$ cat src/rtl/sdspi_pkg.sv
package sdspi_pkg;

    typedef enum logic [1:0] {
        ENG_IDLE,
        ENG_LOW,
        ENG_HIGH
    } eng_state_t;

    localparam logic [1:0] PORT_DATA = 2'd0;
    localparam logic [1:0] PORT_RATE = 2'd1;
    localparam logic [1:0] PORT_SEL  = 2'd2;
    localparam logic [1:0] PORT_GO   = 2'd3;

    localparam int STAT_BUSY_BIT = 0;
    localparam int STAT_FAST_BIT = 1;

endpackage

$ cat src/rtl/sdspi_regs.sv
module sdspi_regs
    import sdspi_pkg::*;
#(
    parameter int DW  = 8,
    parameter int NCS = 2
) (
    input  logic           clk,
    input  logic           rst_n,
    input  logic           bus_en,
    input  logic           bus_wr,
    input  logic [1:0]     bus_addr,
    input  logic [DW-1:0]  bus_wdata,
    output logic [DW-1:0]  bus_rdata,
    input  logic           busy,
    input  logic [DW-1:0]  rx_byte,
    output logic [DW-1:0]  tx_byte,
    output logic           rate_fast,
    output logic [NCS-1:0] cs_n,
    output logic           start
);

    logic wr_data, wr_rate, wr_sel;

    assign wr_data = bus_en && bus_wr && (bus_addr == PORT_DATA);
    assign wr_rate = bus_en && bus_wr && (bus_addr == PORT_RATE);
    assign wr_sel  = bus_en && bus_wr && (bus_addr == PORT_SEL);
    assign start   = bus_en && (bus_addr == PORT_GO);

    always_ff @(posedge clk) begin
        if (!rst_n) begin
            tx_byte   <= '1;
            rate_fast <= 1'b0;
            cs_n      <= '1;
        end else begin
            if (wr_data) tx_byte   <= bus_wdata;
            if (wr_rate) rate_fast <= bus_wdata[0];
            if (wr_sel)  cs_n      <= bus_wdata[NCS-1:0];
        end
    end

    always_comb begin
        bus_rdata = '0;
        unique case (bus_addr)
            PORT_DATA: bus_rdata = rx_byte;
            PORT_RATE: begin
                bus_rdata[STAT_BUSY_BIT] = busy;
                bus_rdata[STAT_FAST_BIT] = rate_fast;
            end
            PORT_SEL:  bus_rdata[NCS-1:0] = cs_n;
            PORT_GO:   bus_rdata = '0;
        endcase
    end

endmodule

$ cat src/rtl/sdspi_rate.sv
module sdspi_rate #(
    parameter int SLOW_LO = 150,
    parameter int SLOW_HI = 150,
    parameter int FAST_LO = 3,
    parameter int FAST_HI = 2,
    parameter int CW      = 8
) (
    input  logic          fast,
    output logic [CW-1:0] lo_len,
    output logic [CW-1:0] hi_len
);

    localparam logic [CW-1:0] SLO = CW'(SLOW_LO);
    localparam logic [CW-1:0] SHI = CW'(SLOW_HI);
    localparam logic [CW-1:0] FLO = CW'(FAST_LO);
    localparam logic [CW-1:0] FHI = CW'(FAST_HI);

    always_comb begin
        lo_len = fast ? FLO : SLO;
        hi_len = fast ? FHI : SHI;
    end

endmodule

$ cat src/rtl/sdspi_engine.sv
module sdspi_engine
    import sdspi_pkg::*;
#(
    parameter int DW = 8,
    parameter int CW = 8
) (
    input  logic          clk,
    input  logic          rst_n,
    input  logic          start,
    input  logic [DW-1:0] tx_byte,
    input  logic [CW-1:0] lo_len,
    input  logic [CW-1:0] hi_len,
    input  logic          miso,
    output logic          sck,
    output logic          mosi,
    output logic          busy,
    output logic [DW-1:0] rx_byte
);

    localparam int BW = $clog2(DW);
    localparam logic [CW-1:0] CNT_ONE  = CW'(1);
    localparam logic [BW-1:0] BIT_ONE  = BW'(1);
    localparam logic [BW-1:0] BIT_LAST = BW'(DW - 1);

    eng_state_t    state, nxt;
    logic [CW-1:0] cnt;
    logic [CW-1:0] lo_q, hi_q;
    logic [BW-1:0] bitn;
    logic [DW-1:0] txsr, rxsr;
    logic          phase_end, last_bit;

    assign phase_end = (cnt == '0);
    assign last_bit  = (bitn == BIT_LAST);

    // next-state decision
    always_comb begin
        nxt = state;
        unique case (state)
            ENG_IDLE: if (start)     nxt = ENG_LOW;
            ENG_LOW:  if (phase_end) nxt = ENG_HIGH;
            ENG_HIGH: if (phase_end) nxt = last_bit ? ENG_IDLE : ENG_LOW;
            default:                 nxt = ENG_IDLE;
        endcase
    end

    // state register
    always_ff @(posedge clk) begin
        if (!rst_n) state <= ENG_IDLE;
        else        state <= nxt;
    end

    // phase counter, bit counter and shift registers
    always_ff @(posedge clk) begin
        if (!rst_n) begin
            cnt     <= '0;
            lo_q    <= CNT_ONE;
            hi_q    <= CNT_ONE;
            bitn    <= '0;
            txsr    <= '1;
            rxsr    <= '0;
            rx_byte <= '1;
        end else begin
            unique case (state)
                ENG_IDLE: begin
                    if (start) begin
                        txsr <= tx_byte;
                        lo_q <= lo_len;
                        hi_q <= hi_len;
                        cnt  <= lo_len - CNT_ONE;
                        bitn <= '0;
                    end
                end
                ENG_LOW: begin
                    if (phase_end) begin
                        rxsr <= {rxsr[DW-2:0], miso};
                        cnt  <= hi_q - CNT_ONE;
                    end else begin
                        cnt  <= cnt - CNT_ONE;
                    end
                end
                ENG_HIGH: begin
                    if (phase_end) begin
                        if (last_bit) begin
                            rx_byte <= rxsr;
                        end else begin
                            txsr <= {txsr[DW-2:0], 1'b1};
                            bitn <= bitn + BIT_ONE;
                            cnt  <= lo_q - CNT_ONE;
                        end
                    end else begin
                        cnt <= cnt - CNT_ONE;
                    end
                end
                default: ;
            endcase
        end
    end

    // outputs
    always_comb begin
        sck  = 1'b0;
        mosi = 1'b1;
        busy = 1'b1;
        unique case (state)
            ENG_IDLE: busy = 1'b0;
            ENG_LOW:  mosi = txsr[DW-1];
            ENG_HIGH: begin
                sck  = 1'b1;
                mosi = txsr[DW-1];
            end
            default:  busy = 1'b0;
        endcase
    end

endmodule

$ cat src/rtl/sdspi_host.sv
module sdspi_host #(
    parameter int DW      = 8,
    parameter int NCS     = 2,
    parameter int SLOW_LO = 150,
    parameter int SLOW_HI = 150,
    parameter int FAST_LO = 3,
    parameter int FAST_HI = 2
) (
    input  logic           clk,
    input  logic           rst_n,
    input  logic           bus_en,
    input  logic           bus_wr,
    input  logic [1:0]     bus_addr,
    input  logic [DW-1:0]  bus_wdata,
    output logic [DW-1:0]  bus_rdata,
    output logic           spi_sck,
    output logic           spi_mosi,
    input  logic           spi_miso,
    output logic [NCS-1:0] spi_cs_n
);

    localparam int MAX_SLOW = (SLOW_LO > SLOW_HI) ? SLOW_LO : SLOW_HI;
    localparam int MAX_FAST = (FAST_LO > FAST_HI) ? FAST_LO : FAST_HI;
    localparam int MAX_PH   = (MAX_SLOW > MAX_FAST) ? MAX_SLOW : MAX_FAST;
    localparam int CW       = $clog2(MAX_PH + 1);

    logic          busy, start, rate_fast;
    logic [DW-1:0] tx_byte, rx_byte;
    logic [CW-1:0] lo_len, hi_len;

    sdspi_regs #(.DW(DW), .NCS(NCS)) u_regs (
        .clk       (clk),
        .rst_n     (rst_n),
        .bus_en    (bus_en),
        .bus_wr    (bus_wr),
        .bus_addr  (bus_addr),
        .bus_wdata (bus_wdata),
        .bus_rdata (bus_rdata),
        .busy      (busy),
        .rx_byte   (rx_byte),
        .tx_byte   (tx_byte),
        .rate_fast (rate_fast),
        .cs_n      (spi_cs_n),
        .start     (start)
    );

    sdspi_rate #(
        .SLOW_LO (SLOW_LO), .SLOW_HI (SLOW_HI),
        .FAST_LO (FAST_LO), .FAST_HI (FAST_HI),
        .CW      (CW)
    ) u_rate (
        .fast   (rate_fast),
        .lo_len (lo_len),
        .hi_len (hi_len)
    );

    sdspi_engine #(.DW(DW), .CW(CW)) u_eng (
        .clk     (clk),
        .rst_n   (rst_n),
        .start   (start),
        .tx_byte (tx_byte),
        .lo_len  (lo_len),
        .hi_len  (hi_len),
        .miso    (spi_miso),
        .sck     (spi_sck),
        .mosi    (spi_mosi),
        .busy    (busy),
        .rx_byte (rx_byte)
    );

endmodule

$ cat config.mk
export PLATFORM = sky130hd
export DESIGN_NAME = sdspi_host
export DESIGN_NICKNAME = d
export VERILOG_FILES = /design/src/rtl/sdspi_pkg.sv /design/src/rtl/sdspi_regs.sv /design/src/rtl/sdspi_rate.sv /design/src/rtl/sdspi_engine.sv /design/src/rtl/sdspi_host.sv
export SDC_FILE = /design/constraint.sdc
export NUM_CORES = 1
export LEC_CHECK = 0
export CORE_UTILIZATION = 53
export CTS_BUF_LIST = sky130_fd_sc_hd__clkbuf_4
export DETAILED_ROUTE_END_ITERATION = 7
export PLACE_DENSITY = 0.9
export SLEW_MARGIN = 5
export SYNTH_ARGS = -nofsm -noshare
export SYNTH_HDL_FRONTEND = slang
export SYNTH_SLANG_ARGS = --single-unit
$ cat constraint.sdc
create_clock -name clk -period 2.1 [get_ports clk]
set_clock_uncertainty 0.2 [all_clocks]
set_input_delay 0.315 -clock clk [delete_from_list [all_inputs] [get_ports clk]]
set_output_delay 0.315 -clock clk [all_outputs]
set_load 0.005 [all_outputs]
-- Word level (Yosys, flattened, before mapping)
Cells that the tools add are included.
- reductions and logical operators: 17
- $add $sub $neg: 5
- mux-type cells: 25
- equal/unequal tests: 11
- operators with widths (kind ; count):
    2-to-1 mux 8 bit ; 9
    subtractor 8 x 1 -> 8 bit, second input constant ; 4
    case mux 8 bit (3 select lines) ; 1
    case mux 8 bit (2 select lines) ; 1
    2-to-1 mux 3 bit ; 3
    AND reduction 3 bit ; 3
    logical NOT 8 bit ; 1
    case mux 2 bit (4 select lines) ; 1
    equality test 2 bit, second input constant ; 3
    2-to-1 mux 2 bit ; 3
    2-to-1 mux 6 bit ; 1
    case mux 2 bit (3 select lines) ; 1
    case mux 3 bit (2 select lines) ; 1
    logical AND 1 bit ; 5
    equality test 2 x 1 -> 1 bit, second input constant ; 2
    logical NOT 2 bit ; 2
    2-to-1 mux 1 bit ; 4
    != test 2 x 1 -> 1 bit, second input constant ; 2
    != test 2 bit, second input constant ; 2
    AND reduction 2 bit ; 2
    AND reduction 4 bit ; 1
    adder 3 x 1 -> 3 bit, second input constant ; 1
    equality test 3 bit, second input constant ; 1
    != test 3 bit, second input constant ; 1
    3 further kinds ; 3
- output and inout bits: 12
- logic and storage cells: 69
- bits of input ports: 15
- register bits: 64

-- Longest topological paths before layout
- word-level depth: 4
- depth in mapped cells: 9
- depth with buffers taken out: 7

-- Cells and area by module
From an unflattened synthesis, not the netlist that was laid out.
- cells, all modules: 452
- area, all modules: 3749.8 sq um
- by module, submodules not included (module ; instances ; cells an instance ; area each (sq um) ; seq. area each (sq um)):
    sdspi_engine ; 1 ; 372 ; 3021.6 ; 1061.0
    sdspi_regs ; 1 ; 62 ; 604.3 ; 220.2
    sdspi_rate ; 1 ; 18 ; 123.9 ; 0.0

-- Worst setup path after synthesis
OpenSTA, ideal clock, no wires.
- path type: register to register
- start point: register u_eng.cnt[0]
- end point: register u_eng.cnt[1]
- buffers on the path: 2
- library setup time: 91 ps
- stages on the path, launching flop included: 10
- slack: -153 ps
- required time: 1809 ps
- clock period less this slack: 2253 ps
- data arrival time: 1962 ps
- cells stage by stage: dfxtp_1 -> inv_1 -> ha_1 -> or4b_1 -> buf_6 -> or3_4 -> buf_6 -> nand2_8 -> nand2_1 -> a311oi_1
- word-level cells in the longest chain between the ends: 3
- elaborated cells on any way between the ends: 7
- classes of those cells: add/sub (1); eq/ne (1); mux (3); reduce/logical (2)
- RTL lines (item ; RTL line ; text):
    from (decl) ; sdspi_engine.sv:26 ; logic [CW-1:0] cnt;
    from (signal assigned) ; sdspi_engine.sv:69 ; cnt <= lo_len - CNT_ONE;
    from (signal assigned) ; sdspi_engine.sv:76 ; cnt <= hi_q - CNT_ONE;
    from (signal assigned) ; sdspi_engine.sv:78 ; cnt <= cnt - CNT_ONE;
    subtractor 8 x 1 -> 8 bit or logical NOT 8 bit (tied branches) ; sdspi_engine.sv:78, sdspi_engine.sv:91, sdspi_engine.sv:32 ;
    2-to-1 mux 8 bit (tied with other cells) ; sdspi_engine.sv:82 ; if (phase_end) begin
    case mux 8 bit (3 select lines) or AND reduction 3 bit (tied branches) ; n/a ;
Parallel ways exist; a longest one is shown, timed or not.
A chain may end at the register's enable or synchronous reset.

-- Worst setup path after layout
- start point: register u_eng.cnt[1]
- end point: register u_eng.cnt[1]
Same word-level chain as after synthesis.

==> results.md <==
- DRT antenna net count: 0
- GRT Overall Usage: 0.260
- P&R area growth vs syn: 31.7%
- Commonest non-fill, non-tap cell in the layout: nand2_1
- Root Driver: clkbuf_4
- Final hold violations: 0
- HPWL Detailed: 4690 um
- Crit-path leading delay family: simple AND/OR/NAND/NOR gates
- Hold path cells: 2
- Pre-CTS WS: -0.212 ns
- Status: complete, but fails checks
- FF-to-FF path depth: 7
- IO Pins: 27
- HP Class: reg2reg
- Core Region: 4820 um^2
- Power per cell area: 985 nW/um^2
- Period Utilization, post-route: 1.03
- CP Capture Type: register
- First-pass GRT wire length: 10700 um
- Relative slew margins: 0.639
- Std cell rows: 25
- Minimum clock period: 2.17 ns
- Yosys warnings: 0
- CP cell instances: inv_4 -> ha_4 -> or4b_4 -> or3_4 -> nand2_8 -> a21oi_2 -> a311oi_1
- Clk_lat worst skew: 0.38 ns
- Worst path depth: 7
- Post-synthesis net count: 363
- Violated checks: setup timing
- Die W: 73.4 um
- DR pass1 iterations: 5
- RSZ-0062 raised after global routing: yes
- N_diodes: 0
- Critical path data required time: 2.20 ns
- CP max stage cell: or4b_4
- Final slew viol count: 0
- # clock sinks: 52
- CTS Buf Count: 5
- TNS Setup: -0.275 ns
- Vias in the first global route: 2370
- Via Count: 2658
- Layout cells sized above 1: 0.267
- Die footprint: 5390 um^2
- WL/cell: 15.5 um
- Largest net degree at the start of global routing: 33
- Critical Path AT: 2.27 ns
- EDFF count, synth: 0
- Mapped Area: 2700 um^2
- Top cell type's share of synthesized area: 0.385
- VDD IR-drop max: 0.675 mV
- H-tree depth: 2
- Initial Util: 0.561
- CTS tree: yes
- Crit path kind: reg2reg
- Worst path max stage delay: 0.53 ns
- F_max: 0.460 GHz
- Post-synth ARST share: 0
- Die Height: 73.4 um
- Worst-path clk slew: 0.15 ns
- Crit path launch type: register
- Synth top area cells: dfxtp_1 39%, nand2_1 8.5%, ha_1 6.5%, mux2i_1 5.6%, nand3_1 5.4%
- Initial antenna violation count: 0
- Congestion Overflow GR: 0
- Final nets: 421
- LEAKAGE: 0.00149 uW
- CTS max path bufs: 2
- Fin worst setup slack: -0.0730 ns
- Most frequent cells in the layout: 55 x nand2_1, 47 x dfxtp_1, 35 x buf_4, 29 x nand3_1, 23 x nor2_1
- Gpl congestion: 0.894
- Residual DRC count: 0
- Port bufs: 26
- Drt total wl: 7150 um
- CP Max Fanout: 6
- Endpoints failing setup: 7
- Syn_area_per_cell: 8.09 um^2
- Register area share after synthesis: 0.385
- Final Core Density: 0.739
- CTS Hold Bufs: 0
- Max Cap Viol: 0
- Largest area contributor in the netlist: dfxtp_1
- Yosys reg bits: 52
- Vias per inst: 5.78
- Synthesized instance count: 334
- Unique masters post-synth: 46
- Ys flop type: dfxtp_1
- Slew at the pin closest to its max-slew limit: 0.541 ns
- First DRT Iteration DRCs: 299
- Buf/Inv on CP: 1
## synthesized netlist by cell type (all sizes together), types with 3 or more instances
cell type,count
a31oi,3
mux2,7
or3,3
ha,14
nor3,6
nand3,29
a21oi,22
nand2b,3
buf,4
nand2,62
mux2i,15
clkbuf,14
nor2,25
nor2b,3
and2,10
dfxtp,52
o31ai,3
inv,13
o21ai,17
## per-stage QoR
stage	hold WS (ns)	power [uW]	std cells	instance area, um^2
after floorplan	0.232	2100	334	2750
after global placement	0.242	2520	439	3240
after detailed placement	0.247	2570	439	3240
after CTS	0.266	3150	453	3400
after global routing	0.265	3690	460	3560
final	0.264	3500	460	3560
## worst min-delay path, cell delays in order (launching register included)
cell,delay (ns)
dfxtp_1,0.34
nand2_1,0.05
a21oi_1,0.05
## flip-flops by register name, summed over array words and instances (netlist names), 3 cells and up
| signal | cells |
|---|---|
| u_regs.tx_byte | 8 |
| u_eng.bitn | 3 |
| u_eng.rxsr | 8 |
| u_eng.rx_byte | 8 |
| u_eng.txsr | 8 |
| u_eng.cnt | 8 |
| u_eng.lo_q | 3 |
## routing by layer
layer	up-vias	global-route usage	routed length (um)
met5	-	0	0
met4	0	0.113	270
met3	34	0.0576	453
met2	113	0.441	3550
met1	1244	0.315	2880
li1	1267	-	-
## what timing repair did
item | 4_1_cts | 5_1_grt
resized for setup | 20 | 40
endpoints found under the setup margin | 23 | 45
pin swaps | 2 | 16
buffers inserted | 6 | 8
## layout make-up
class / count / area, um^2
Timing Repair Buffer: 69 / 612
Clock buffer: 6 / 45.0
Fill cell: 339 / 1260
Sequential cell: 52 / 1050
Clock inverter: 2 / 16.3
Tap cell: 67 / 83.8
Inverter: 13 / 53.8
Multi-Input combinational cell: 251 / 1700
## path summary, 6_finish.rpt
kind / startpoint / endpoint / slack, ns
hold reg to reg: u_eng.rxsr[7]$_SDFFE_PN0P_ / u_eng.rxsr[7]$_SDFFE_PN0P_ / 0.26
hold / removal: u_eng.rxsr[7]$_SDFFE_PN0P_ / u_eng.rxsr[7]$_SDFFE_PN0P_ / 0.26
setup / recovery: u_eng.cnt[1]$_SDFFE_PN0P_ / u_eng.cnt[1]$_SDFFE_PN0P_ / -0.07
setup reg to reg: u_eng.cnt[1]$_SDFFE_PN0P_ / u_eng.cnt[1]$_SDFFE_PN0P_ / -0.07
## power breakdown
| part | internal [uW] | total, uW | switching, uW |
|---|---|---|---|
| sequential | 1060 | 1150 | 90.1 |
| combinational | 866 | 1880 | 1020 |
| clock | 147 | 467 | 321 |
| total | 2080 | 3500 | 1430 |
## logic make-up after synthesis
logic type / Yosys count / share of synthesized area
AND/OR/NAND/NOR: 150 / 0.267
AO/OA/AOI/OAI: 63 / 0.142
flip-flops: 52 / 0.385
buffers and inverters: 31 / 0.0495
multiplexers: 22 / 0.0847
adder cells (fa/ha/maj): 14 / 0.0648
XOR/XNOR: 2 / 0.00648
(Power assumes the default switching activity.)
